==> src/rtl/rsb_pkg.sv <==
// Package: shared types for the rate scaler bank.
// Assumes nothing beyond IEEE 1800-2017 packed structs.
package rsb_pkg;

    // State of the measurement window as seen by the rest of the bank.
    typedef struct packed {
        logic open;
        logic done;
    } win_state_t;

    // Saturating increment: returns val+1, or val when val is already all-ones.
    function automatic logic [63:0] sat_inc(input logic [63:0] val, input int unsigned width);
        logic [63:0] lim;
        lim = (width >= 64) ? {64{1'b1}} : ((64'd1 << width) - 64'd1);
        return (val >= lim) ? lim : val + 64'd1;
    endfunction

endpackage

==> src/rtl/rsb_sync.sv <==
// Module: rsb_sync
// Two-flop synchronizer for W asynchronous inputs. RISE=1 gives one-cycle
// pulses on each synchronized rising edge; RISE=0 gives the synchronized level.
// Assumes each input stays stable for at least one clock period per level.
module rsb_sync #(
    parameter int W    = 1,
    parameter bit RISE = 1'b1
) (
    input  logic         clk,
    input  logic         rst_n,
    input  logic [W-1:0] d_i,
    output logic [W-1:0] q_o
);

    logic [W-1:0] meta_q;
    logic [W-1:0] sync_q;

    // Two-stage capture of the asynchronous inputs.
    always_ff @(posedge clk) begin
        if (!rst_n) begin
            meta_q <= '0;
            sync_q <= '0;
        end else begin
            meta_q <= d_i;
            sync_q <= meta_q;
        end
    end

    generate
        if (RISE) begin : g_edge
            logic [W-1:0] last_q;

            // Previous synchronized level for edge detection.
            always_ff @(posedge clk) begin
                if (!rst_n) last_q <= '0;
                else        last_q <= sync_q;
            end

            assign q_o = sync_q & ~last_q;

            // an edge pulse never lasts two cycles on the same bit.
            p_pulse_single_r3: assert property (@(posedge clk) disable iff (!rst_n)
                (q_o != '0) |=> ((q_o & $past(q_o)) == '0));
        end else begin : g_level
            assign q_o = sync_q;
        end
    endgenerate

endmodule

==> src/rtl/rsb_window.sv <==
// Module: rsb_window
// Preset counter that defines the measurement window. Start clears it and opens
// the window. Each pulser tick while open advances it, and the PRESET_COUNT-th
// tick closes the window and raises done, which holds until the next start.
// Assumes tick_i is a one-cycle pulse and PRESET_COUNT >= 1.
module rsb_window
    import rsb_pkg::*;
#(
    parameter int PRESET_COUNT = 10000
) (
    input  logic       clk,
    input  logic       rst_n,
    input  logic       start_i,
    input  logic       tick_i,
    output win_state_t win_o
);

    localparam int PW = $clog2(PRESET_COUNT + 1);
    localparam logic [PW-1:0] LAST = PW'(PRESET_COUNT - 1);

    logic [PW-1:0] ticks_q;
    win_state_t    st_q;

    // Preset tick counter and window open/done state.
    always_ff @(posedge clk) begin
        if (!rst_n) begin
            ticks_q <= '0;
            st_q    <= '0;
        end else if (start_i) begin
            ticks_q <= '0;
            st_q    <= '{open: 1'b1, done: 1'b0};
        end else if (st_q.open && tick_i) begin
            ticks_q <= ticks_q + PW'(1);
            if (ticks_q == LAST) begin
                st_q <= '{open: 1'b0, done: 1'b1};
            end
        end
    end

    assign win_o = st_q;

    // the window is never open and done at once.
    p_open_done_excl_r5: assert property (@(posedge clk) disable iff (!rst_n)
        !(st_q.open && st_q.done));

    // a start always leaves the window open and not done.
    p_start_opens_r2: assert property (@(posedge clk) disable iff (!rst_n)
        start_i |=> (st_q.open && !st_q.done));

    // done holds until a start arrives.
    p_done_hold_r9: assert property (@(posedge clk) disable iff (!rst_n)
        (st_q.done && !start_i) |=> st_q.done);

    // the window cannot close without a tick.
    p_close_on_tick_r5: assert property (@(posedge clk) disable iff (!rst_n)
        (st_q.open && !tick_i && !start_i) |=> st_q.open);

endmodule

==> src/rtl/rsb_counter.sv <==
// Module: rsb_counter
// W-bit counter with synchronous clear and saturation at all-ones.
// Assumes clr_i takes priority over inc_i in the same cycle.
module rsb_counter
    import rsb_pkg::*;
#(
    parameter int W = 24
) (
    input  logic         clk,
    input  logic         rst_n,
    input  logic         clr_i,
    input  logic         inc_i,
    output logic [W-1:0] cnt_o
);

    logic [W-1:0] cnt_q;

    // Clear, saturating increment, or hold.
    always_ff @(posedge clk) begin
        if (!rst_n)      cnt_q <= '0;
        else if (clr_i)  cnt_q <= '0;
        else if (inc_i)  cnt_q <= W'(sat_inc(64'(cnt_q), W));
    end

    assign cnt_o = cnt_q;

    // without a clear the value never falls (no wrap).
    p_no_wrap_r8: assert property (@(posedge clk) disable iff (!rst_n)
        !clr_i |=> (cnt_q >= $past(cnt_q)));

    // a counter moves by at most one per cycle.
    p_step_one_r3: assert property (@(posedge clk) disable iff (!rst_n)
        !clr_i |=> (cnt_q == $past(cnt_q) || cnt_q == $past(cnt_q) + W'(1)));

endmodule

==> src/rtl/rate_scaler_bank.sv <==
// Module: rate_scaler_bank (top)
// A bank of N_CH gated event scalers plus elapsed and live pulser counters, all
// counting only inside a window set by a pulser-driven preset counter. Results
// are read through a registered address/data port.
// Assumes start_i is synchronous to clk; all other inputs may be asynchronous.
module rate_scaler_bank
    import rsb_pkg::*;
#(
    parameter int N_CH         = 12,
    parameter int CNT_W        = 24,
    parameter int PRESET_COUNT = 10000,
    localparam int AW          = $clog2(N_CH + 2)
) (
    input  logic            clk,
    input  logic            rst_n,
    input  logic            start_i,
    input  logic            pulser_i,
    input  logic            busy_i,
    input  logic [N_CH-1:0] evt_i,
    input  logic [AW-1:0]   rd_addr_i,
    output logic [CNT_W-1:0] rd_data_o,
    output logic            win_open_o,
    output logic            win_done_o
);

    localparam int ADDR_RUN  = N_CH;
    localparam int ADDR_LIVE = N_CH + 1;

    logic [N_CH-1:0]  evt_rise;
    logic             tick;
    logic             busy_s;
    win_state_t       win;
    logic [CNT_W-1:0] ch_cnt [N_CH];
    logic [CNT_W-1:0] run_cnt;
    logic [CNT_W-1:0] live_cnt;
    logic [CNT_W-1:0] rd_q;

    rsb_sync #(.W(N_CH), .RISE(1'b1)) u_evt_sync (
        .clk(clk), .rst_n(rst_n), .d_i(evt_i), .q_o(evt_rise)
    );

    rsb_sync #(.W(1), .RISE(1'b1)) u_pulser_sync (
        .clk(clk), .rst_n(rst_n), .d_i(pulser_i), .q_o(tick)
    );

    rsb_sync #(.W(1), .RISE(1'b0)) u_busy_sync (
        .clk(clk), .rst_n(rst_n), .d_i(busy_i), .q_o(busy_s)
    );

    rsb_window #(.PRESET_COUNT(PRESET_COUNT)) u_window (
        .clk(clk), .rst_n(rst_n), .start_i(start_i), .tick_i(tick), .win_o(win)
    );

    generate
        for (genvar i = 0; i < N_CH; i++) begin : g_ch
            rsb_counter #(.W(CNT_W)) u_cnt (
                .clk(clk), .rst_n(rst_n), .clr_i(start_i),
                .inc_i(win.open && evt_rise[i]), .cnt_o(ch_cnt[i])
            );

            // a closed window freezes every channel counter.
            p_closed_hold_r4: assert property (@(posedge clk) disable iff (!rst_n)
                (!win.open && !start_i) |=> $stable(ch_cnt[i]));
        end
    endgenerate

    rsb_counter #(.W(CNT_W)) u_run_cnt (
        .clk(clk), .rst_n(rst_n), .clr_i(start_i),
        .inc_i(win.open && tick), .cnt_o(run_cnt)
    );

    rsb_counter #(.W(CNT_W)) u_live_cnt (
        .clk(clk), .rst_n(rst_n), .clr_i(start_i),
        .inc_i(win.open && tick && !busy_s), .cnt_o(live_cnt)
    );

    // Registered read multiplexer over channel, elapsed and live counters.
    always_ff @(posedge clk) begin
        if (!rst_n) begin
            rd_q <= '0;
        end else if (int'(rd_addr_i) < N_CH) begin
            rd_q <= ch_cnt[rd_addr_i];
        end else if (int'(rd_addr_i) == ADDR_RUN) begin
            rd_q <= run_cnt;
        end else if (int'(rd_addr_i) == ADDR_LIVE) begin
            rd_q <= live_cnt;
        end else begin
            rd_q <= '0;
        end
    end

    assign rd_data_o  = rd_q;
    assign win_open_o = win.open;
    assign win_done_o = win.done;

    // live time never exceeds elapsed time.
    p_live_le_run_r7: assert property (@(posedge clk) disable iff (!rst_n)
        live_cnt <= run_cnt);

    // elapsed and live counters are frozen while closed.
    p_closed_run_hold_r4: assert property (@(posedge clk) disable iff (!rst_n)
        (!win.open && !start_i) |=> ($stable(run_cnt) && $stable(live_cnt)));

    // out-of-range addresses read zero.
    p_rd_oob_r10: assert property (@(posedge clk) disable iff (!rst_n)
        (int'(rd_addr_i) > ADDR_LIVE) |=> (rd_q == '0));

endmodule

==> config.mk <==
export PLATFORM = sky130hd
export DESIGN_NAME = rate_scaler_bank
export DESIGN_NICKNAME = d
export VERILOG_FILES = /design/src/rtl/rsb_pkg.sv /design/src/rtl/rsb_sync.sv /design/src/rtl/rsb_window.sv /design/src/rtl/rsb_counter.sv /design/src/rtl/rate_scaler_bank.sv
export SDC_FILE = /design/constraint.sdc
export NUM_CORES = 1
export LEC_CHECK = 0
export CAP_MARGIN = 20
export CORE_MARGIN = 2
export CORE_UTILIZATION = 30
export CTS_CLUSTER_DIAMETER = 200
export DETAILED_ROUTE_END_ITERATION = 7
export GPL_ROUTABILITY_DRIVEN = 1
export RECOVER_POWER = 25
export SLEW_MARGIN = 20
export SYNTH_ARGS = -nofsm -noshare
export SYNTH_HDL_FRONTEND = slang
export SYNTH_SLANG_ARGS = --single-unit
==> constraint.sdc <==
create_clock -name clk -period 2.3 [get_ports clk]
set_input_delay 0.345 -clock clk [delete_from_list [all_inputs] [get_ports clk]]
set_output_delay 0.345 -clock clk [all_outputs]
set_load 0.02 [all_outputs]
After elaboration in Yosys (flattened, before gate mapping)
Cells that the tools add are included.
{ "word_totals": {"inputBits": 21, "elab_cells": 109, "register_bits": 417} }
{ "op_classes": {"bitwise": 6, "add_sub_neg": 15, "eq_ne": 3, "mux": 23, "reduce_logical": 20, "order_cmp": 16} }
{ "ops": {"columns": ["operator", "count"], "rows": [
  ["24-bit two-way mux", 19],
  ["24-bit by 1-bit adder with 24-bit output, second input constant", 14],
  ["24-bit greater-or-equal comparator, second input constant", 14],
  ["24-bit binary-select mux with 4-bit select", 1],
  ["14-bit by 1-bit adder with 14-bit output, second input constant", 1],
  ["14-bit equality test, second input constant", 1],
  ["1-bit logical AND", 14],
  ["12-bit bitwise AND", 1],
  ["12-bit inverter", 1],
  ["4-bit by 3-bit equality test with 1-bit output, second input constant", 2],
  ["2-bit two-way mux", 3],
  ["5-bit greater-or-equal comparator, second input constant", 1],
  ["4-bit inverter with 5-bit output", 1],
  ["4-bit less-than comparator, second input constant", 1],
  ["2-bit AND reduction", 2],
  ["2-bit nonzero test", 2],
  ["1-bit inverter", 2],
  ["2-bit OR reduction", 1],
  ["1-bit bitwise AND", 1],
  ["1-bit logical NOT", 1]
]} }

Logic depth before layout (Yosys ltp)
Gate-level depths: netlist of run 1.
{ "logic_depth": {"ltp_word": 5, "depth_mapped": 9, "depth_no_buf": 6} }

Modules after synthesis
Synthesis of run 1 repeated with hierarchy kept, for this count alone.
{ "hier_totals": {"hier_cells": 2451, "hier_area_um2": 22157.5} }
{ "by_module_without_submodules": {"columns": ["module", "seq_area_each_um2", "cells_per_inst", "area_each_um2", "n_inst"], "rows": [
  ["rsb_counter", 480.5, 139, 1198.6, 14],
  ["rate_scaler_bank", 480.5, 323, 3462.1, 1],
  ["rsb_sync (u_evt_sync)", 720.7, 87, 1048.5, 1],
  ["rsb_window", 320.3, 84, 720.7, 1],
  ["rsb_sync (u_pulser_sync)", 60.1, 7, 92.6, 1],
  ["rsb_sync (u_busy_sync)", 40.0, 4, 52.6, 1]
]} }

Least setup slack after synthesis of run 1
OpenSTA, ideal clock, no wires.
{ "synth_path": {"path_kind": "flip-flop to flip-flop", "startpoint": "register u_window.st_q (netlist bit u_window.win_o[1])", "endpoint": "register g_ch[6].u_cnt.cnt_q[11]", "required_time_ns": 2.230, "path_slack_ns": 0.234, "setup_ns": 0.070, "path_stages_with_launch": 9, "period_less_slack_ns": 2.066, "arrival_time_ns": 1.996, "cell_sequence": "dfxtp_1 -> buf_4 -> buf_4 -> nand3b_2 -> or2_2 -> or3_1 -> buf_2 -> buf_6 -> a21oi_1"} }
{ "synth_between": {"elab_chain_cells": 1} }
{ "synth_rtl": {"columns": ["item", "line", "rtl"], "rows": [
  ["from (decl)", "rsb_window.sv:22", "win_state_t st_q;"],
  ["from (signal assigned)", "rsb_window.sv:31", "st_q <= '{open: 1'b1, done: 1'b0};"],
  ["from (signal assigned)", "rsb_window.sv:35", "st_q <= '{open: 1'b0, done: 1'b1};"],
  ["1-bit logical AND", "rate_scaler_bank.sv:58", ".inc_i(win.open && evt_rise[i]), .cnt_o(ch_cnt[i])"],
  ["to (signal assigned)", "rsb_counter.sv:22", "else if (inc_i) cnt_q <= W'(sat_inc(64'(cnt_q), W));"],
  ["to (decl)", "rsb_counter.sv:16", "logic [W-1:0] cnt_q;"]
]} }
No other way between the ends.
A chain may end at the register's enable or synchronous reset.

Final worst setup path of run 1
{ "layout_path": {"startpoint": "register u_pulser_sync.sync_q", "endpoint": "register u_live_cnt.cnt_q[19] (netlist: u_live_cnt.cnt_o[19])"} }
{ "layout_between": {"elab_chain_cells": 3} }
{ "layout_rtl": {"columns": ["item", "line", "rtl"], "rows": [
  ["from (decl)", "rsb_sync.sv:16", "logic [W-1:0] sync_q;"],
  ["from (signal assigned)", "rsb_sync.sv:25", "sync_q <= meta_q;"],
  ["1-bit bitwise AND", "rsb_sync.sv:39", "assign q_o = sync_q & ~last_q;"],
  ["1-bit logical AND (2 in series)", "rate_scaler_bank.sv:74", ".inc_i(win.open && tick && !busy_s), .cnt_o(live_cnt)"],
  ["to (signal assigned)", "rsb_counter.sv:22", null],
  ["to (decl)", "rsb_counter.sv:16", null]
]} }
No other way between the ends.

==> results.md, run 1 <==
Global routing:
- The met2 track demand over resource in global routing is 0.262.
- The number of antenna violations at the first check in global routing is 1.
- The largest net degree at the start of global routing is 111.
- The fraction of met3 tracks used by global routing is 0.0388.
- The total grt overflow is 0.
- After global routing, the most crowded layer is met2.
- In the global route stage, overall resource usage came out at 0.170.
- The number of global-route vias before repair was 17000.
- The wire length of the first global-routing pass is 96600 um.
- The global-route track usage on met1 is 0.238.

Cells and area:
- The layout has 6863 filler cells.
- With fillers left out, the area of the finished cells amounts to 24300 um2.
- For this run, the post-layout net count is 2387.
- The commonest non-fill, non-tap cell in the layout is dfxtp_1.
- The area of combinational cells with multiple inputs is 11700 um2.
- The share of layout cells above drive strength 1 is 0.109.
- The footprint of the flip-flops and latches is 8350 um2.
- The growth of design area from synthesis to finish is 17.1%.
- Leaving out fill and tap cells, the most frequent cells in the layout are 417 x dfxtp_1, 250 x a21oi_1, 147 x nand2_1.

Clock tree:
- The cell sitting at the root of the clock tree is a clkbuf_16.
- The number of clock buffers inserted by TritonCTS is 47.
- In this run, post-CTS hold repair placed 0 buffers.
- Clock-pin slew was measured on the worst setup and hold paths at 0.06 ns.
- The insertion delay of the later-clocked pin in the worst-skew pair is 0.59 ns.
- In this run the number of H-tree levels came out at 2.
- The number of sinks on the clock net is 417.
- The CTS tree is done.
- In this run the deepest clock path goes through 3 buffers.

Pwr:
- The completed layout was analyzed and its total power is 0.0157 W.
- For this design the ratio of total power to cell area is 645 nW/um2.
- IR analysis of the VDD net gives a maximum drop of 0.000461 V.
- The analysis attributes to cell leakage a power of 7.97 nW.

Timing:
- The slew at the pin with the worst max-slew slack is 1.18 ns.
- The number of hold violations in the final report was 0.
- After layout, the worst setup slack is 0.120 ns.
- The final-report max-slew violation count was 0.
- The worst clock skew is 0.0258 ns.
- The total negative slack is 0 ns.
- The share of the clock period used by the worst path is 0.948.
- The worst path needs 2.18 ns of the cycle, external delays included.
- The maximum operating frequency is 0.459 GHz.
- The worst pin sits at a relative slew slack of 0.215.
- Setup violations remaining at the end of the flow were counted as 0.
- The worst hold slack after final layout is 0.338 ns.

Floorplan:
- The count of standard-cell rows is 96.
- The floorplan step defined a core boundary enclosing 68600 um2.
- The floorplan step defined a die boundary enclosing 71300 um2.
- The effective utilization at floorplan is 0.303.
- 47 I/O pins were placed.
- Measured along the y axis, the die boundary spans 267 um.
- The die span in x is 267 um.

Setup path:
- The endpoint of the worst register-to-register path is u_live_cnt.cnt_o[19].
- The worst register-to-register path has a setup slack of 0.12 ns.
- Of all nets on the critical path, the largest fanout is 9.
- Data on the critical path arrives at its endpoint at 2.63 ns.
- The worst setup path is captured at a flop.
- The kind of critical path is flop to flop.
- Data on the critical path is required at its endpoint by 2.75 ns.
- The startpoint identified for the worst register-to-register timing path is u_pulser_sync.sync_q.
- The number of cells on the worst reg-to-reg path is 7.
- The critical path starts at u_pulser_sync.sync_q.
- The kind of start point of the critical path is a flop.

Hold path:
- The hold path startpoint is evt_i[11].
- The count of cells along the worst hold path is 2.
- The destination of the worst hold path is u_evt_sync.meta_q[11].
- In this run the worst hold path is classified as input pin to flop.

Routing:
- The number of search-and-repair iterations in the first detailed-routing pass is 7.
- After detailed routing, the number of remaining DRC violations is 0.
- For this block, the initial DRC count from the detailed router was 1588.
- The mean number of vias per cell is 5.47.
- Once detail routing completed, the nets flagged for antenna violations numbered 0.
- The wire length per cell after detailed routing is 18.7 um.
- Wires add up to 62000 um.
- The total via count in the routed design is 18200.

Placement:
- The placed instances occupy a cell area of 22700 um2.
- The routability congestion estimate from global placement is 0.931.
- Prior to clock tree synthesis, the placed netlist has a worst setup slack of 0.0497 ns.
- Buffers placed on the I/O ports in this run total 46.
- After legalization and detailed placement, the total HPWL measured 45700 um.

Logic synthesis:
- The number of nets in the synthesized netlist is 2319.
- The mean post-synth cell area is 9.09 um2.
- The number of synthesized register bits is 417.
- In this run the cell area of the synthesized design comes to 20800 um2.
- In the synthesized netlist the async set-or-reset flop fraction comes to 0.
- Yosys mapped a number of flops with a built-in enable equal to 0.
- Counting distinct cell types in the post-synthesis netlist gives 54.
- The gate count of the mapped netlist is 2283.
- The share of the Yosys chip area taken by registers is 0.402.
- The number of warning messages in the yosys log is 0.
- The dominant synthesized flop cell is dfxtp_1.

Run:
- The max-cap check violation count is 0.

Status:
- The flow ran to the end, and the final reports show no timing, DRC or antenna violations.
==> layer usage <==
| layer | part of all wire | routed length (um) |
|---|---|---|
| met5 | 0 | 0 |
| met4 | 0.024 | 1500 |
| met3 | 0.082 | 5100 |
| met2 | 0.44 | 27200 |
| met1 | 0.46 | 28200 |
==> synth_stat cells, types with 3 or more instances <==
cell,instances,share of area
nor2_1,117,0.021
o21ai_0,105,0.025
and3_1,75,0.023
buf_4,3,0.0011
a211oi_1,14,0.0051
buf_1,5,0.00090
ha_1,15,0.0090
xor2_1,121,0.051
nor4_2,4,0.0024
and4_1,52,0.022
nor3_2,3,0.0014
a21oi_1,250,0.060
or4_1,7,0.0025
mux2i_1,56,0.027
clkbuf_1,89,0.016
buf_2,20,0.0048
nand3_1,110,0.027
and4b_1,7,0.0034
nand4_1,88,0.027
xnor2_1,90,0.038
dfxtp_1,417,0.40
a311oi_1,10,0.0042
nand4b_1,4,0.0017
nand2_1,147,0.027
nor2b_1,6,0.0018
nand3_2,3,0.0014
mux4_2,72,0.078
inv_1,50,0.0090
nand3b_2,3,0.0016
nor4b_1,3,0.0013
a31oi_1,51,0.015
or3_1,22,0.0066
nand3b_1,10,0.0036
and2_1,55,0.017
a41oi_1,5,0.0021
nor3b_1,3,0.0011
and3b_1,15,0.0063
nor3_1,81,0.020
o22ai_1,25,0.0075
or2_2,6,0.0018
a41o_1,10,0.0048
nor4_1,31,0.0093
nand2b_1,7,0.0021
==> power by group <==
| group | total [W] | switching [W] | internal, W |
|---|---|---|---|
| clock | 0.00790 | 0.00314 | 0.00476 |
| sequential | 0.00728 | 0.0000263 | 0.00726 |
| combinational | 0.000480 | 0.000299 | 0.000181 |
| total | 0.0157 | 0.00347 | 0.0122 |
==> state kept, by name, indices dropped and copies added (netlist names) <==
| signal | cells |
|---|---|
| u_pulser_sync.meta_q | 1 |
| g_ch.u_cnt.cnt_o | 288 |
| u_window.ticks_q | 14 |
| u_pulser_sync.g_edge.last_q | 1 |
| u_run_cnt.cnt_o | 24 |
| u_pulser_sync.sync_q | 1 |
| rd_data_o | 24 |
| u_evt_sync.g_edge.last_q | 12 |
| u_busy_sync.q_o | 1 |
| u_busy_sync.meta_q | 1 |
| u_evt_sync.meta_q | 12 |
| u_evt_sync.sync_q | 12 |
| u_window.win_o | 2 |
| u_live_cnt.cnt_o | 24 |
==> area by class of cell <==
type                            count  area share
Multi-Input combinational cell   1697       0.483
Sequential cell                   417       0.343
Clock buffer                       66      0.0571
Timing Repair Buffer              138      0.0510
Tap cell                          931      0.0479
Clock inverter                     19     0.00978
Inverter                           50     0.00772
Antenna cell                        1    0.000103
==> stage by stage <==
stage | utilization | std cells
2_1_floorplan | - | 2283
3_3_place_gp | 0.331 | 3232
3_5_place_dp | 0.331 | 3232
4_1_cts | 0.355 | 3317
5_1_grt | 0.354 | 3318
6_report | 0.354 | 3319
==> worst max-delay path: stages, from the launching register on <==
cell	delay, ns
dfxtp_1	0.41
nor4bb_2	0.32
buf_4	0.24
nand4_1	0.29
buf_4	0.25
nor4_1	0.30
xnor2_1	0.17
a21oi_1	0.08
==> cells by family after synthesis <==
kind of cell / share of synthesized area
AO/OA/AOI/OAI: 0.129
XOR/XNOR: 0.0890
adder cells (fa/ha/maj): 0.00904
buffers and inverters: 0.0330
flip-flops: 0.402
multiplexers: 0.105
AND/OR/NAND/NOR: 0.233
==> timing repair <==
item,CTS,global route
setup buffers,0,1
setup endpoints to repair,1,37
resized for setup,1,3
pin swaps,0,0
==> worst max-delay path by stage <==
stage	slack (ns)	end	cells after the start
2_1_floorplan	0.23	g_ch[6].u_cnt.cnt_o[11]	8
3_3_place_gp	0.12	g_ch[4].u_cnt.cnt_o[15]	5
5_1_grt	-0.001	u_live_cnt.cnt_o[19]	7
3_5_place_dp	0.05	g_ch[4].u_cnt.cnt_o[6]	5
6_report	0.12	u_live_cnt.cnt_o[19]	7
4_1_cts	0.02	g_ch[4].u_cnt.cnt_o[6]	5
Note: power is estimated with default switching activity, not from simulation.
==> inputs of run 2 (changes only) <==
- PLACE_DENSITY: unset -> 0.55
- clock period: 2.3 -> 2.8 ns (I/O delays scaled with it)
==> results.md, run 2 (synthesis gave the netlist of run 1 again) <==
Pwr:
- In this run the static leakage power is 7.82 nW.
- The internal power component is 0.0106 W.
- Dividing total power by cell area gives a power density of 562 nW/um2.
- The maximum vdd ir drop is 0.000442 V.
- The switching share of total power is 0.219.
- The register share of total power is 0.442.
- For this design the total switching power over the nets is 0.00297 W.
- The share of total power dissipated in combinational logic is 0.028.
- The design draws 0.0136 W.
- Of the total power, the clock network draws 0.531.

Setup path:
- The critical-path maximum fanout is 41.
- The endpoint type of the worst setup path is a flop.
- The kind of start point of the critical path is an input pin.
- The critical path data arrival time is 3.01 ns.
- Following the worst setup path forward leads to its endpoint at g_ch[9].u_cnt.cnt_o[11].
- Measured in cells, the most critical reg-to-reg path has a length of 6.
- The worst register-to-register path ends at u_window.ticks_q[10].
- In this run the critical register-to-register path is launched from u_window.win_o[1].
- STA puts the critical path data required time at 3.24 ns.
- The timing startpoint of the critical path is start_i.
- The setup slack on the worst flop-to-flop path is 0.29 ns.
- The kind of critical path is input pin to flop.

Clock tree:
- The total of cells resized after clock tree synthesis is 0.
- The count of hold-fix buffers inserted at cts is 0.
- The CTS tree is done.
- The number of sinks on the clock net is 417.
- Clock-pin slew was measured on the worst setup and hold paths at 0.06 ns.
- The number of setup buffers added after CTS is 0.
- The insertion delay of the later-clocked pin in the worst-skew pair is 0.60 ns.
- TritonCTS created 50 clock buffers.
- The number of levels the H-tree was split into is 2.
- The maximum count of clock buffers along a single path is 3.
- The tree is rooted in a clkbuf_16.

Global routing:
- Entering global routing, the biggest net connects 66 pins.
- Across every metal layer, demand over resource in global routing totals 0.173.
- The wire length of the first global-routing pass is 96300 um.
- The number of global-route vias before repair is 16300.
- The number of antenna violations at the first check in global routing was 2.
- The total grt overflow is 0.

Routing:
- The mean number of vias per cell is 5.42.
- Once detail routing completed, the nets flagged for antenna violations numbered 0.
- For this run, the detailed router's first-pass iteration total came to 5.
- After detailed routing, the total wire length is 62600 um.
- The number of DRC violations after detailed-routing iteration 0 is 1756.
- The final route contains 17800 vias.
- In the routed design, unresolved DRC markers number 0.
- In the final routed layout, each cell accounts on average for 19.1 um.

Cells and area:
- In the final layout, the share of cells above drive strength 1 is 0.0945.
- The final cell area excluding filler cells is 24100 um2.
- In the layout the commonest cells are 417 x dfxtp_1, 250 x a21oi_1, 147 x nand2_1.
- In the final design database the tool counted 2343 nets.
- Across the whole layout, storage elements account for 8350 um2.
- The library cell used most frequently in the layout, excluding fill and tap cells, is dfxtp_1.
- The number of fill cells in the layout is 6894.
- Compared with the post-synthesis result, the final layout area differs by 16.1%.
- The number of flip-flops under the largest register name is 288.
- Summing all multi-input logic gate instances after layout gives 11700 um2.

Timing:
- The final-report max-slew violation count is 0.
- Setup repair after global routing left no endpoint under its margin.
- The worst pin sits at a relative slew slack of 0.0143.
- After layout, the minimum clock period comes to 2.56 ns.
- The tightest hold path in the finished design has a slack of 0.411 ns.
- The number of hold violations in the final report is 0.
- Of the available clock period, the critical path in the final layout requires 0.915.
- For this run, the top clock speed supported by timing is 0.390 GHz.
- Clock skew on the completed layout was measured at 0.0295 ns.
- The number of endpoints failing setup at the final stage is 0.
- The slew at the pin with the worst max-slew slack is 1.48 ns.
- For the final routed database, the setup TNS stands at 0 ns.

Status:
- The run finished with clean final reports.

Floorplan:
- The die span in x is 267 um.
- The die covers 71300 um2.
- The die is 267 um tall.
- The count of standard-cell rows is 96.
- 47 I/O pins were placed.
- The area inside the core boundary is 68600 um2.
- The initial utilization of the core area, before any placement, comes to 0.303.

Placement:
- The instance area after placement is 22300 um2.
- The routability congestion estimate from global placement is 0.887.
- Detailed placement ended at an HPWL of 46300 um.
- The port buffer count is 46.

Hold path:
- The tightest min-delay check is of the input pin to flop type.
- The count of cells along the worst hold path is 2.

Run:
- Max-cap violations in this run came to 0.
-- run 2: changes by cell type in the layout (fill, tap and decap cells not counted), sizes merged --
cell           before  now
buf                85   37
clkbuf             76   81
bufinv              5    9
clkdlybuf4s50      41   43
clkinv             12   11
clkinvlp            1    2
dlygate4sd2         1    0
dlygate4sd3         1    0
inv                51   52
-- run 2: cell type report --
| class | count | share of cell area |
|---|---|---|
| well taps | 931 | 0.0483 |
| multi-input cells | 1697 | 0.487 |
| clock buffers | 70 | 0.0609 |
| repair buffers | 91 | 0.0344 |
| clock inverters | 24 | 0.0155 |
| inverters | 50 | 0.00779 |
| diodes | 1 | 0.000104 |
| flip-flops and latches | 417 | 0.346 |
-- run 2: how the worst min path moves through the flow --
| stage | slack [ns] | from | end |
|---|---|---|---|
| after floorplan | 0.41 | u_busy_sync.meta_q | u_busy_sync.q_o |
| after global placement | 0.42 | u_evt_sync.meta_q[7] | u_evt_sync.sync_q[7] |
| after detailed placement | 0.42 | u_evt_sync.meta_q[1] | u_evt_sync.sync_q[1] |
| after CTS | 0.32 | rst_n | u_window.ticks_q[12] |
| after global routing | 0.39 | evt_i[8] | u_evt_sync.meta_q[8] |
| final | 0.41 | evt_i[8] | u_evt_sync.meta_q[8] |
-- run 2: layer usage --
metal  vias up  global-route usage  wire [um]
met5         -                   0         16
met1      8571               0.253      29300
met4         2              0.0456       1360
met2       612               0.261      27000
li1       8510                   -          -
met3        94              0.0302       4920
-- run 2: critical path, stage by stage --
cell,delay [ns]
clkdlybuf4s50_1,0.56
nand2b_1,0.73
buf_12,0.31
clkbuf_2,0.73
o21ai_0,0.21
-- run 2: through the flow --
stage / util / instances / setup WS [ns]
3_3_place_gp: 0.326 / 3186 / 0.414
4_1_cts: 0.353 / 3280 / 0.329
3_5_place_dp: 0.326 / 3186 / 0.373
6_report: 0.351 / 3281 / 0.237
2_1_floorplan: - / 2283 / 0.734
5_1_grt: 0.351 / 3280 / 0.0968
-- run 2: power by group through the flow --
| stage | clock [W] | combinational (W) | sequential [W] |
|---|---|---|---|
| after floorplan | 0 | 0.000254 | 0.00611 |
| after global placement | 0 | 0.000387 | 0.00612 |
| after detailed placement | 0 | 0.000391 | 0.00612 |
| after CTS | 0.00735 | 0.000391 | 0.00599 |
| after global routing | 0.00760 | 0.000405 | 0.00599 |
| final | 0.00719 | 0.000374 | 0.00599 |
==> inputs of run 3 (changes only) <==
- CAP_MARGIN: 20 -> unset
==> results of run 3 <==
Same layout as run 2: the final DEF is identical, and so are final timing and power.
